===== src/rtl/itmr_pkg.sv =====
package itmr_pkg;

  typedef enum logic [1:0] {
    REG_CTRL  = 2'd0,
    REG_COUNT = 2'd1,
    REG_CMPA  = 2'd2,
    REG_CMPB  = 2'd3
  } reg_sel_e;

  // control word bit positions
  localparam int B_RUN  = 0;
  localparam int B_KEY  = 1;
  localparam int B_IE   = 2;
  localparam int B_CONT = 3;
  localparam int B_ALT  = 4;
  localparam int B_EXT  = 5;
  localparam int B_PRE  = 6;
  localparam int B_RTG  = 7;
  localparam int B_FLAG = 8;
  localparam int B_SEG  = 9;
  localparam int CTRL_USED = 10;

  typedef struct packed {
    logic rtg;
    logic pre;
    logic ext;
    logic alt;
    logic cont;
    logic ie;
  } mode_t;

endpackage


===== src/rtl/timer_event_src.sv =====
module timer_event_src #(
  parameter int DIV  = 4,
  parameter int SYNC = 2
) (
  input  logic clk,
  input  logic rst_n,
  input  logic pin,
  input  logic presc_in,
  input  logic ext,
  input  logic pre,
  input  logic rtg,
  output logic cnt_evt,
  output logic restart,
  output logic gate_lvl
);
  localparam int DW = (DIV > 1) ? $clog2(DIV) : 1;

  logic [SYNC:0] sh_q, sh_d;
  logic [DW-1:0] div_q, div_d;
  logic          tick, level, prev, rise, base;

  // synchronizer plus one history stage for edge detection
  always_comb sh_d = {sh_q[SYNC-1:0], pin};

  always_ff @(posedge clk or negedge rst_n) begin
    if (!rst_n) sh_q <= '0;
    else        sh_q <= sh_d;
  end

  assign level = sh_q[SYNC-1];
  assign prev  = sh_q[SYNC];
  assign rise  = level & ~prev;

  // free-running internal divider
  assign tick = (div_q == DW'(DIV - 1));

  always_comb div_d = tick ? '0 : div_q + 1'b1;

  always_ff @(posedge clk or negedge rst_n) begin
    if (!rst_n) div_q <= '0;
    else        div_q <= div_d;
  end

  always_comb begin
    base = pre ? presc_in : tick;
    if (ext)      cnt_evt = rise;
    else if (rtg) cnt_evt = base;
    else          cnt_evt = base & level;
  end

  assign restart  = ~ext & rtg & rise;
  assign gate_lvl = level;

endmodule


===== src/rtl/timer_count_core.sv =====
module timer_count_core #(
  parameter int W = 16
) (
  input  logic         clk,
  input  logic         rst_n,
  input  logic         run,
  input  logic         alt,
  input  logic         cont,
  input  logic         cnt_evt,
  input  logic         restart,
  input  logic [W-1:0] cmp_a,
  input  logic [W-1:0] cmp_b,
  input  logic         count_wr,
  input  logic [W-1:0] wr_data,
  output logic [W-1:0] count_q,
  output logic         seg_b_q,
  output logic         term_evt,
  output logic         stop_req
);
  logic [W-1:0] active, count_d;
  logic         adv, hit, count_en, seg_d, do_restart;

  assign active     = (alt & seg_b_q) ? cmp_b : cmp_a;
  assign adv        = run & cnt_evt;
  assign hit        = (count_q == active);
  assign do_restart = run & restart;
  assign term_evt   = adv & hit & ~do_restart & ~count_wr;
  assign stop_req   = term_evt & ~cont & (~alt | seg_b_q);
  assign count_en   = count_wr | do_restart | adv;

  always_comb begin
    if (count_wr)        count_d = wr_data;
    else if (do_restart) count_d = '0;
    else if (hit)        count_d = '0;
    else                 count_d = count_q + 1'b1;
  end

  always_comb begin
    if (!alt)          seg_d = 1'b0;
    else if (term_evt) seg_d = ~seg_b_q;
    else               seg_d = seg_b_q;
  end

  always_ff @(posedge clk or negedge rst_n) begin
    if (!rst_n)        count_q <= '0;
    else if (count_en) count_q <= count_d;
  end

  always_ff @(posedge clk or negedge rst_n) begin
    if (!rst_n) seg_b_q <= 1'b0;
    else        seg_b_q <= seg_d;
  end

endmodule


===== src/rtl/timer_ctrl_regs.sv =====
module timer_ctrl_regs
  import itmr_pkg::*;
#(
  parameter int W = 16
) (
  input  logic         clk,
  input  logic         rst_n,
  input  logic         wr_ctrl,
  input  logic [W-1:0] wr_data,
  input  logic         term_evt,
  input  logic         stop_req,
  output logic         run_q,
  output mode_t        mode_q,
  output logic         flag_q,
  output logic         irq_q
);
  logic  run_d, flag_d, irq_d;
  mode_t mode_d;

  always_comb begin
    if (wr_ctrl && wr_data[B_KEY]) run_d = wr_data[B_RUN];
    else if (stop_req)             run_d = 1'b0;
    else                           run_d = run_q;
  end

  always_comb begin
    mode_d = mode_q;
    if (wr_ctrl) begin
      mode_d.rtg  = wr_data[B_RTG];
      mode_d.pre  = wr_data[B_PRE];
      mode_d.ext  = wr_data[B_EXT];
      mode_d.alt  = wr_data[B_ALT];
      mode_d.cont = wr_data[B_CONT];
      mode_d.ie   = wr_data[B_IE];
    end
  end

  always_comb begin
    if (term_evt)                         flag_d = 1'b1;
    else if (wr_ctrl && !wr_data[B_FLAG]) flag_d = 1'b0;
    else                                  flag_d = flag_q;
  end

  assign irq_d = term_evt & mode_q.ie;

  always_ff @(posedge clk or negedge rst_n) begin
    if (!rst_n) begin
      run_q  <= 1'b0;
      mode_q <= '0;
      flag_q <= 1'b0;
      irq_q  <= 1'b0;
    end else begin
      run_q  <= run_d;
      mode_q <= mode_d;
      flag_q <= flag_d;
      irq_q  <= irq_d;
    end
  end

endmodule


===== src/rtl/interval_timer.sv =====
module interval_timer
  import itmr_pkg::*;
#(
  parameter int W    = 16,
  parameter int DIV  = 4,
  parameter int SYNC = 2
) (
  input  logic         clk,
  input  logic         rst_n,
  input  logic         wr_en,
  input  logic [1:0]   wr_addr,
  input  logic [W-1:0] wr_data,
  input  logic [1:0]   rd_addr,
  output logic [W-1:0] rd_data,
  input  logic         presc_in,
  input  logic         tmr_pin,
  output logic         irq
);
  logic [1:0]   rst_sh_q;
  logic         rst_sync_n;
  logic         wr_ctrl, count_wr, wr_cmpa, wr_cmpb, wr_key;
  logic [W-1:0] cmp_a_q, cmp_b_q, count_q;
  logic         run_q, flag_q, seg_b_q, term_evt, stop_req;
  logic         cnt_evt, restart, gate_lvl;
  logic         m_ext, m_rtg, m_alt, m_cont;
  mode_t        mode_q;

  // reset: asserted asynchronously, released on a clock edge
  always_ff @(posedge clk or negedge rst_n) begin
    if (!rst_n) rst_sh_q <= '0;
    else        rst_sh_q <= {rst_sh_q[0], 1'b1};
  end
  assign rst_sync_n = rst_sh_q[1];

  assign wr_ctrl  = wr_en && (wr_addr == REG_CTRL);
  assign count_wr = wr_en && (wr_addr == REG_COUNT);
  assign wr_cmpa  = wr_en && (wr_addr == REG_CMPA);
  assign wr_cmpb  = wr_en && (wr_addr == REG_CMPB);
  assign wr_key   = wr_data[B_KEY];

  always_ff @(posedge clk or negedge rst_sync_n) begin
    if (!rst_sync_n)  cmp_a_q <= '0;
    else if (wr_cmpa) cmp_a_q <= wr_data;
  end

  always_ff @(posedge clk or negedge rst_sync_n) begin
    if (!rst_sync_n)  cmp_b_q <= '0;
    else if (wr_cmpb) cmp_b_q <= wr_data;
  end

  assign m_ext  = mode_q.ext;
  assign m_rtg  = mode_q.rtg;
  assign m_alt  = mode_q.alt;
  assign m_cont = mode_q.cont;

  timer_event_src #(.DIV(DIV), .SYNC(SYNC)) u_src (
    .clk      (clk),
    .rst_n    (rst_sync_n),
    .pin      (tmr_pin),
    .presc_in (presc_in),
    .ext      (m_ext),
    .pre      (mode_q.pre),
    .rtg      (m_rtg),
    .cnt_evt  (cnt_evt),
    .restart  (restart),
    .gate_lvl (gate_lvl)
  );

  timer_count_core #(.W(W)) u_core (
    .clk      (clk),
    .rst_n    (rst_sync_n),
    .run      (run_q),
    .alt      (m_alt),
    .cont     (m_cont),
    .cnt_evt  (cnt_evt),
    .restart  (restart),
    .cmp_a    (cmp_a_q),
    .cmp_b    (cmp_b_q),
    .count_wr (count_wr),
    .wr_data  (wr_data),
    .count_q  (count_q),
    .seg_b_q  (seg_b_q),
    .term_evt (term_evt),
    .stop_req (stop_req)
  );

  timer_ctrl_regs #(.W(W)) u_ctrl (
    .clk      (clk),
    .rst_n    (rst_sync_n),
    .wr_ctrl  (wr_ctrl),
    .wr_data  (wr_data),
    .term_evt (term_evt),
    .stop_req (stop_req),
    .run_q    (run_q),
    .mode_q   (mode_q),
    .flag_q   (flag_q),
    .irq_q    (irq)
  );

  always_comb begin
    rd_data = '0;
    case (rd_addr)
      REG_CTRL: begin
        rd_data[B_RUN]  = run_q;
        rd_data[B_IE]   = mode_q.ie;
        rd_data[B_CONT] = mode_q.cont;
        rd_data[B_ALT]  = mode_q.alt;
        rd_data[B_EXT]  = mode_q.ext;
        rd_data[B_PRE]  = mode_q.pre;
        rd_data[B_RTG]  = mode_q.rtg;
        rd_data[B_FLAG] = flag_q;
        rd_data[B_SEG]  = seg_b_q;
      end
      REG_COUNT: rd_data = count_q;
      REG_CMPA:  rd_data = cmp_a_q;
      default:   rd_data = cmp_b_q;
    endcase
  end

endmodule


===== config.mk =====
export PLATFORM = sky130hd
export DESIGN_NAME = interval_timer
export DESIGN_NICKNAME = d
export VERILOG_FILES = /design/src/rtl/itmr_pkg.sv /design/src/rtl/timer_event_src.sv /design/src/rtl/timer_count_core.sv /design/src/rtl/timer_ctrl_regs.sv /design/src/rtl/interval_timer.sv
export SDC_FILE = /design/constraint.sdc
export NUM_CORES = 1
export LEC_CHECK = 0
export BUFFER_PORTS_ARGS = -buffer_cell sky130_fd_sc_hd__buf_4
export CAP_MARGIN = 20
export CORE_MARGIN = 1.5
export CORE_UTILIZATION = 55
export DETAILED_ROUTE_END_ITERATION = 6
export PLACE_DENSITY = 0.83
export SYNTH_ARGS = -nofsm -noshare
export SYNTH_HDL_FRONTEND = slang
export SYNTH_HIERARCHICAL = 1
export SYNTH_SLANG_ARGS = --single-unit

===== constraint.sdc =====
create_clock -name clk -period 5.9 [get_ports clk]
set_input_delay 1.475 -clock clk [delete_from_list [all_inputs] [get_ports clk]]
set_output_delay 1.475 -clock clk [all_outputs]
set_load 0.03 [all_outputs]

==> Yosys cells after proc, flatten, opt, wreduce, memory -nomap -nowiden <==
Cells that the tools add are included.
{ "word_totals": {"regBits": 65, "inputBits": 25, "out_inout_bits": 17, "elab_cells": 78} }
{ "classes": {"add_sub_neg": 2, "eq_ne": 8, "mux": 18, "bitwise": 23, "n_reduce_logical": 11} }
{ "op_table": {"columns": ["op", "n"], "rows": [
  ["16-bit two-way mux", 4],
  ["8-bit one-hot mux with 3 select lines", 1],
  ["6-bit one-hot mux with 3 select lines", 1],
  ["16-bit by 1-bit adder with 16-bit output, second input constant", 1],
  ["16-bit equality test", 1],
  ["1-bit bitwise AND", 13],
  ["1-bit two-way mux", 9],
  ["2-bit equality test, second input constant", 4],
  ["1-bit NOT", 7],
  ["1-bit logical AND", 6],
  ["1-bit one-hot mux with 3 select lines", 2],
  ["2-bit by 1-bit equality test with 1-bit output, second input constant", 2],
  ["2-bit logical NOT", 2],
  ["2-bit nonzero test", 2],
  ["1-bit bitwise OR", 3],
  ["2-bit by 1-bit adder with 2-bit output, second input constant", 1],
  ["2-bit two-way mux", 1],
  ["2-bit != test, second input constant", 1],
  ["1-bit logical NOT", 1]
]} }

==> Depth between registers and ports, before layout <==
{ "logic_depth": {"word_depth": 13, "ltp_mapped": 11} }

==> Hierarchy <==
The synthesis kept the hierarchy.
{ "by_module_without_submodules": {"columns": ["module", "instances", "cells_each", "area_per_inst_um2", "seq_area_each_um2"], "rows": [
  ["interval_timer", 1, 102, 1751.7, 850.8],
  ["timer_count_core", 1, 218, 1614.0, 425.4],
  ["timer_ctrl_regs", 1, 22, 347.8, 225.2],
  ["timer_event_src", 1, 12, 183.9, 125.1]
]} }

==> Worst setup path before layout <==
No wires, ideal clock.
{ "synth_path": {"path_type": "input to output", "startpoint": "in rd_addr[0]", "endpoint": "out rd_data[10]", "t_arrival_ns": 2.363, "path_slack_ns": 2.062, "cell_stages": 4, "cell_sequence": "buf_6 > buf_6 > mux2_2 > a22o_1"} }
{ "synth_via": {"elab_chain_len": 2, "word_cells_on_any_way": 4, "classes_between": "eq/ne (2); mux (1); reduce/logical (1)"} }
{ "synth_rtl": {"columns": ["item", "line_no", "source"], "rows": [
  ["start, declared", "interval_timer.sv:13", "input logic [1:0] rd_addr,"],
  ["2-bit equality test (tied with other cells)", "interval_timer.sv:102", "case (rd_addr)"],
  ["6-bit one-hot mux with 3 select lines (*)", "interval_timer.sv:102", null],
  ["end, declared", "interval_timer.sv:14", "output logic [W-1:0] rd_data,"]
]} }
Every way passes the cells marked *; elsewhere a longest branch is shown, timed or not.

==> Final worst setup path <==
{ "layout_path": {"startpoint": "in rd_addr[0]", "endpoint": "out rd_data[1]"} }
{ "layout_via": {"elab_chain_len": 2, "word_cells_on_any_way": 4, "classes_between": "eq/ne (2); mux (1); reduce/logical (1)"} }
{ "layout_rtl": {"columns": ["item", "line_no"], "rows": [
  ["2-bit equality test (tied with other cells)", "interval_timer.sv:102"],
  ["1-bit one-hot mux with 3 select lines (*)", "interval_timer.sv:102"]
]} }
Marked as above.

==> results.md <==
* Status: finished, final reports clean
* 1st-pass router iterations at 5
* CTS tree: yes
* TritonCTS buffer count at 9
* Max Slew Vio Count at 0
* Final Instance Count excl. Fillers at 493
* Final nets at 419
* Initial Utilization at 0.571
* # setup viols final at 0
* Via Count at 3145
* Hold EP: u_src/sh_q[1]$_DFF_PN0_
* Clock transition at the registers of the reported paths at 70 ps
* Crit-path cells: buf_4 -> nor2b_1 -> a22o_1 -> buf_4
* Buffers and inverters on the worst path at 2
* Post-synth EDFFs at 0
* CP Launch Type: primary input
* Fraction of layout cells with a size suffix above 1 at 0.312
* Core Region at 0.00683 mm²
* Unrepaired setup endpoints after global routing: no
* Final min period at 4270 ps
* Gate Count Post-Synth at 354
* Register area at 0.00163 mm²
* MaxCap Viol Count at 0
* Tcrit/Tclk final at 0.724
* DIE AREA at 0.00760 mm²
* Fraction of registers with async set/reset at 1.00
* Synthesized area at 0.00390 mm²
* RR Endpoint: u_ctrl/run_q$_DFFE_PN0P_
* Peak VDD IR at 244 µV
* CP Data Required Time at 4430 ps
* Crit path kind: in -> out
* Most common cell on crit path: buf_4
* Initial antenna violation count at 0
* Post-synth net total at 381
* Register-to-Register Path Depth at 9
* R2R Setup Slk at 2480 ps
* Post-DR vias/cell at 6.38
* Io pins at 42
* Flop pwr share at 0.404
* Detailed placement HPWL at 6590 µm
* Port bufs at 41
* DRT iter0 DRCs at 347
* First-pass GRT wire length at 15800 µm
* Clock group share of total power at 0.264
* Static Leak at 2.03 nW
* Critical path fanouts, max at 17
* Crit. End Element: output pin
* DR DRC count at 0
* Worst hold stages at 0
* Final WS setup at 1630 ps
* Mean Syn Cell Area at 11.0 µm²
* #FFs+latches synth at 65
* Number of diodes at 0
* Routed Wire Length at 9720 µm
* Combinational share of power at 0.332
* Filler cell count at 573
* Clock Skew at 11.1 ps
* Die height at 87.2 µm
* Worst Hold Class: reg -> reg
* Post-cts hold buffer count at 0
* Worst path max stage delay at 590 ps
* Post-synthesis sequential area ratio at 0.417
* Internal power at 1.07 mW
* DR WL/cell at 19.7 µm
* H-Tree Depth at 3
* Area taken by multi-input logic gates at 0.00211 mm²
* Worst Max-Slew Pin Slew at 1090 ps
* Clock sink total at 65
* Global route total overflow at 0
* Library cells used by synthesis at 57
* Setup Slack @ Placement at 1650 ps
* Sw frac at 0.353
* Largest net degree at the start of global routing at 64
* Placed cells at 477
* Warnings from Yosys at 6
* Post-route ant nets at 0
* Reg2reg start: u_ctrl/mode_q[2]$_DFFE_PN0P_
* Total track usage at 0.279
* Worst-skew pair later-pin latency at 360 ps
* Die width at 87.2 µm
* Worst EP arrival at 2800 ps
* Rows at 30
* Worst hold start: u_src/sh_q[0]$_DFF_PN0_
* Setup TNS at 0 ps
* WHS at 350 ps
* Max Clk Rate at 234 MHz
* Area growth syn-to-layout at 14.7%
* Routability cong. at 0.947
* Post-CTS setup repair buffer count at 0
* Final hold violation count at 0
* Kind of cell adding the most delay to the critical path: simple AND/OR/NAND/NOR gates
* # resized after CTS at 0
* Slowest cell on crit path: nor2b_1
* Ys flop type: dfrtp_1
* Clock Tree Buf Depth at 2
* Sw power at 0.581 mW
* Rel. slew slack at 0.273
* Root Driver: clkbuf_8
* PD cells at 368 mW/mm²
* Vias in the first global route at 3040
[Yosys cell counts (4+ instances only)]
library cell	number	area [µm²]
inv_1	14	52.6
o21ai_0	8	40.0
xor2_1	4	35.0
a22oi_1	8	60.1
nor2_1	14	52.6
xnor2_1	4	35.0
mux2_4	21	315
a22o_1	8	70.1
mux4_2	9	203
clkbuf_1	6	22.5
nor4_1	5	31.3
nor2b_1	12	75.1
a21oi_1	11	55.1
mux2_2	25	282
nand3_1	9	45.0
and3_1	12	75.1
a31oi_1	7	43.8
nor3_1	4	20.0
dfrtp_1	65	1630
and2_1	4	25.0
o211ai_1	5	37.5
nand2_1	29	109
nand2b_1	13	81.3
buf_6	5	56.3
[layout make-up]
cell class,instances,share of cell area
multi-input cells,258,0.472
flip-flops and latches,65,0.364
repair buffers,44,0.0739
clock buffers,12,0.0347
well taps,96,0.0269
clock inverters,4,0.0168
inverters,14,0.0118
[how the worst max path moves through the flow]
stage / startpoint / to / slack [ps] / depth (start not counted)
after floorplan: rd_addr[0] / rd_data[10] / 2060 / 4
after global placement: rd_addr[0] / rd_data[1] / 1640 / 4
final: rd_addr[0] / rd_data[1] / 1630 / 4
after detailed placement: rd_addr[0] / rd_data[1] / 1650 / 4
after CTS: rd_addr[0] / rd_data[1] / 1650 / 4
after global routing: rd_addr[0] / rd_data[1] / 1530 / 4
[logic make-up (layout without fill, tap and decap cells)]
family	Yosys count	after routing	share of synthesized area
AO/OA/AOI/OAI	69	69	0.128
other	1	1	0.000962
buffers and inverters	31	74	0.0414
AND/OR/NAND/NOR	120	120	0.175
XOR/XNOR	8	8	0.0180
adder cells (fa/ha/maj)	2	2	0.00642
multiplexers	58	58	0.213
flip-flops	65	65	0.417
[cell usage in the layout (no fill, tap or decap), types with 3 or more instances in the layout]
cell type,netlist,final
a21oi_1,11,11
a22o_1,8,8
a22oi_1,8,8
a31oi_1,7,7
and2_1,4,4
and3_1,12,12
buf_4,1,44
clkbuf_8,0,11
dfrtp_1,65,64
inv_1,14,14
mux2_2,25,25
mux2_4,21,21
mux4_2,9,9
nand2_1,29,29
nand2b_1,13,13
nand3_1,9,9
nand4_1,3,3
nor2_1,14,14
nor2b_1,12,12
nor3_1,4,4
nor4_1,5,5
o2111ai_1,3,3
o211ai_1,5,5
o21ai_0,8,8
o221ai_1,3,3
xnor2_1,4,4
xor2_1,4,4
[sequential cells by signal, summed over array words and instances (netlist names)]
register / cells
cmp_a_q: 16
cmp_b_q: 16
rst_sh_q: 2
u_core/count_q: 16
u_core/seg_b_q: 1
u_ctrl/flag_q: 1
u_ctrl/irq_q: 1
u_ctrl/mode_q: 6
u_ctrl/run_q: 1
u_src/div_q: 2
u_src/sh_q: 3
[power by group through the flow]
stage               clock [mW]  sequential, mW  combinational [mW]
floorplan                    0           0.629               0.406
global placement             0           0.663               0.520
detailed placement           0           0.668               0.535
CTS                      0.446           0.660               0.538
global route             0.461           0.681               0.587
finish                   0.435           0.666               0.546
[routing by layer]
metal | up-vias | global-route usage | wire (µm)
li1 | 1386 | - | -
met1 | 1536 | 0.385 | 4040
met2 | 189 | 0.417 | 4480
met3 | 34 | 0.0616 | 897
met4 | 0 | 0.136 | 301
met5 | - | 0 | 0
[stage by stage]
| step | cell area, µm² | util | power, mW |
|---|---|---|---|
| final | 4470 | 0.654 | 1.65 |
| after global routing | 4470 | 0.654 | 1.73 |
| after CTS | 4470 | 0.654 | 1.64 |
| after detailed placement | 4240 | 0.621 | 1.20 |
| after global placement | 4240 | 0.621 | 1.18 |
| after floorplan | 3900 | - | 1.03 |
Note: power is estimated with default switching activity, not from simulation.
